[src/rtl/wdog_pkg.sv]
package wdog_pkg;
  typedef enum logic [1:0] {
    WD_IDLE = 2'd0,
    WD_RUN  = 2'd1,
    WD_TRIP = 2'd2
  } wd_state_e;
endpackage

[src/rtl/wdog_edge_det.sv]
module wdog_edge_det (
  input  logic clk,
  input  logic din,
  output logic kick
);
  logic din_q;

  // Tracks the input during reset as well, so release never sees a stale level.
  always_ff @(posedge clk) begin
    din_q <= din;
  end

  assign kick = din ^ din_q;
endmodule

[src/rtl/wdog_timer.sv]
module wdog_timer
  import wdog_pkg::*;
#(
  parameter int unsigned TIMEOUT_CYC = 400_000_000
) (
  input  logic      clk,
  input  logic      rst_n,
  input  logic      hold,
  input  logic      kick,
  output wd_state_e state
);
  localparam int unsigned CW = (TIMEOUT_CYC > 2) ? $clog2(TIMEOUT_CYC) : 1;
  localparam logic [CW-1:0] LAST = CW'(TIMEOUT_CYC - 1);

  logic [CW-1:0] cnt;

  always_ff @(posedge clk) begin
    if (!rst_n || hold) begin
      state <= WD_IDLE;
      cnt   <= '0;
    end else if (kick) begin
      state <= WD_RUN;
      cnt   <= '0;
    end else if (state == WD_RUN) begin
      if (cnt == LAST) begin
        state <= WD_TRIP;
      end else begin
        cnt <= cnt + 1'b1;
      end
    end
  end
endmodule

[src/rtl/wdog_out_gate.sv]
module wdog_out_gate
  import wdog_pkg::*;
(
  input  wd_state_e state,
  input  logic      supply_ok,
  output logic      wdo_n
);
  always_comb begin
    wdo_n = supply_ok && (state != WD_TRIP);
  end
endmodule

[src/rtl/activity_watchdog.sv]
module activity_watchdog
  import wdog_pkg::*;
#(
  parameter int unsigned TIMEOUT_CYC = 400_000_000
) (
  input  logic clk,
  input  logic rst_n,
  input  logic wdi,
  input  logic sys_rst_act,
  input  logic wd_en,
  input  logic supply_ok,
  output logic wdo_n
);
  logic      kick;
  logic      hold;
  wd_state_e tmr_state;

  assign hold = sys_rst_act || !wd_en;

  wdog_edge_det u_edge (
    .clk  (clk),
    .din  (wdi),
    .kick (kick)
  );

  wdog_timer #(.TIMEOUT_CYC(TIMEOUT_CYC)) u_timer (
    .clk   (clk),
    .rst_n (rst_n),
    .hold  (hold),
    .kick  (kick),
    .state (tmr_state)
  );

  wdog_out_gate u_gate (
    .state     (tmr_state),
    .supply_ok (supply_ok),
    .wdo_n     (wdo_n)
  );
endmodule

[config.mk]
export PLATFORM = sky130hd
export DESIGN_NAME = activity_watchdog
export DESIGN_NICKNAME = d
export VERILOG_FILES = /design/src/rtl/wdog_pkg.sv /design/src/rtl/wdog_edge_det.sv /design/src/rtl/wdog_timer.sv /design/src/rtl/wdog_out_gate.sv /design/src/rtl/activity_watchdog.sv
export SDC_FILE = /design/constraint.sdc
export NUM_CORES = 1
export LEC_CHECK = 0
export BUFFER_PORTS_ARGS = -buffer_cell sky130_fd_sc_hd__clkbuf_2
export CAP_MARGIN = 20
export CORE_AREA = 2 2 72 74
export DETAILED_ROUTE_END_ITERATION = 7
export DIE_AREA = 0 0 74 76
export PLACE_DENSITY_LB_ADDON = 0.15
export SKIP_CTS_REPAIR_TIMING = 1
export SLEW_MARGIN = 10
export SYNTH_ARGS = -nofsm -noshare
export SYNTH_HDL_FRONTEND = slang
export SYNTH_HIERARCHICAL = 1
export SYNTH_SLANG_ARGS = --single-unit
[constraint.sdc]
create_clock -name clk -period 3.15 [get_ports clk]
set_clock_uncertainty 0.15 [all_clocks]
set_input_delay 0.4725 -clock clk [delete_from_list [all_inputs] [get_ports clk]]
set_output_delay 0.4725 -clock clk [all_outputs]
set_load 0.02 [all_outputs]
==> impl_metrics.ini <==
[status]
status = finished clean

[routing]
antenna_left = 0
dr.pass1.iters = 4
wl_um = 3440
vias = 1448
routedWlPerCell_um = 12.3
dr.first_iter.drc_count = 49
vias_per_cell = 5.19
drc = 0

[timing]
clock.fmax_mhz = 447
slew_violations = 0
hold_violations = 0
period_share_pct = 71.0
rsz0062_at_grt = no
fin_ws_ns = 0.913
relSlewSlack_pct = 59.5
setup_viol = 0
min_period_ns = 2.24
tns_ns = 0
tightestPinTransition_ns = 0.608

[synthesis]
syn_avg_cell_area_um2 = 8.17
syn_inst = 199
yosysUniqueCellTypes = 37
ys_seq_area_share_pct = 39.4
syn_nets = 206
synthesis.area_um2 = 1630
synth_seq_cells = 32
yosysWarnings = 6

[global_routing]
first_global_vias = 1344
antenna_found_initial = 0
grt.overflow.total = 0
grt_use_total_pct = 14.0
grt_max_degree = 22
grt_pass1_wl_um = 6220

[setup_path]
worstPathCellList = and4_4 -> nand4_4 -> or4_4 -> or4_1 -> a21oi_1
critPathMaxFanout = 10
arrival_ns = 2.28
slowest_delay_ns = 0.60
slowest_stage = or4_4
end_kind = flip-flop
startpoint_type = flip-flop
worstPathRequired_ns = 3.20
worst-setup-path-type = flip-flop to flip-flop

[clock_tree]
numCtsBuffers = 5
cts-root-buf = clkbuf_8
clock_path_buffers = 2
htree_levels = 2
cts_sinks = 32
clk_latency_ns = 0.28
clk_pin_slew_worst_paths_ns = 0.06
cts_tree = done

[cells_and_area]
fin_util_pct = 37.0
nNetsFinal = 215
final_area_um2 = 1820
syn_to_final_growth_pct = 11.7
drive_above_1_share_pct = 10.5
num_antenna_cells = 0
regArea_um2 = 641
fill_cells = 526
multi_input_area_um2 = 922

[run]
maxCapViolCount = 0

[floorplanning]
dieHeight_um = 76
die-area_um2 = 5620
core_area_um2 = 4910
rows = 26
ioPinCount = 7
start_util_pct = 33.1
die_x_um = 74

[power_and_ir_drop]
power_density_nw_per_um2 = 411
leakage_uw = 0.000531
irDropWorstVdd_v = 0.000191
p_total_uw = 746

[placed_design]
place.gp.congestion = 0.726
place_ws_ns = 0.893
placed_area_um2 = 1730
port_buffers = 6
post-dp-hpwl_um = 2510

[worst_hold_path]
worstHoldPathType = primary input to flip-flop
layout make-up:
class	instances	share of cell area [%]
Multi-Input combinational cell	154	50.8
Clock buffer	8	4.96
Inverter	6	1.24
Tap cell	70	4.82
Timing Repair Buffer	9	2.89
Sequential cell	32	35.3
critical path: cells and delay by family, from the launching register on:
family	cells	cell delay, ns
flip-flops	1	0.41
AO/OA/AOI/OAI	1	0.15
AND/OR/NAND/NOR	4	1.45
kinds of logic (layout without fill, tap and decap cells):
| logic type | Yosys count | in the layout | share of synthesized area [%] |
|---|---|---|---|
| XOR/XNOR | 4 | 4 | 2.16 |
| flip-flops | 32 | 32 | 39.4 |
| buffers and inverters | 13 | 23 | 3.85 |
| AO/OA/AOI/OAI | 52 | 52 | 18.7 |
| AND/OR/NAND/NOR | 97 | 97 | 35.1 |
| adder cells (fa/ha/maj) | 1 | 1 | 0.770 |
power breakdown:
group	internal, uW	switching [uW]
logic	7.13	12.5
registers	406	0.887
clock network	178	142
total	591	155
flip-flops by register name, indices dropped and copies added, names as in the netlist:
signal,flops
u_edge/din_q,1
u_timer/cnt,29
u_timer/state,2
cells in the mapped netlist, drive strengths merged:
cell	instances	area [um2]
dfxtp	32	641
a21oi	23	115
nand2	17	63.8
o21ai	17	85.1
or3	17	106
nand3	14	70.1
nor2	9	33.8
or4	8	63.8
nand4	7	58.8
inv	6	22.5
o31ai	6	50.1
nand2b	5	31.3
and3	4	25.0
clkbuf	4	16.3
nor4	4	25.0
and4	3	28.8
buf	3	23.8
nor2b	3	18.8
xor2	3	26.3
o211ai	2	15.0
o21bai	2	15.0
or2	2	12.5
a21boi	1	7.51
and2	1	6.26
ha	1	12.5
nand4bb	1	11.3
nor3	1	5.00
o41ai	1	16.3
or4b	1	10.0
xnor2	1	8.76
per-layer routing:
metal	share of wire, %	wire length (um)	up-vias	global-route usage, %
met3	2.2	76	5	3.97
met4	0.87	30	0	4.36
met5	0	0	-	0
li1	-	-	757	-
met1	52	1780	678	19.1
met2	45	1550	8	21.1
placed cells by master (no fill, tap or decap):
cell	Yosys	final
nor2b_1	3	3
nand2_1	17	17
clkbuf_1	3	2
clkbuf_2	1	6
and3_1	4	4
and2_1	1	1
o31ai_2	1	1
nand3_1	14	14
o41ai_2	1	1
buf_4	1	3
nand2b_1	5	5
xor2_1	3	3
a21oi_1	23	23
a21boi_1	1	1
dfxtp_1	32	32
or4_4	1	1
or3_1	17	17
inv_1	6	6
and4_4	1	1
or2_2	2	2
nand4_1	6	6
o31ai_1	5	5
ha_1	1	1
o21bai_1	2	2
nor3_1	1	1
or4b_1	1	1
or4_1	7	7
clkbuf_8	0	6
nand4_4	1	1
nand4bb_1	1	1
and4_1	2	2
nor2_1	9	9
o21ai_0	17	17
xnor2_1	1	1
nor4_1	4	4
o211ai_1	2	2
per-stage QoR:
step / hold slack (ns) / std cells
finish: 0.171 / 279
global route: 0.158 / 279
CTS: 0.163 / 279
detailed placement: 0.324 / 271
global placement: 0.326 / 271
floorplan: 0.298 / 199
final timing paths:
path / endpoint / cells past startpoint / from / slack, ns
min reg2reg: u_timer/cnt[25] / 2 / u_timer/cnt[25] / 0.33
max reg2reg: u_timer/cnt[25] / 5 / u_timer/cnt[4] / 0.91
min: u_edge/din_q / 1 / wdi / 0.17
max: u_timer/cnt[25] / 5 / u_timer/cnt[4] / 0.91
(Power assumes the default switching activity.)
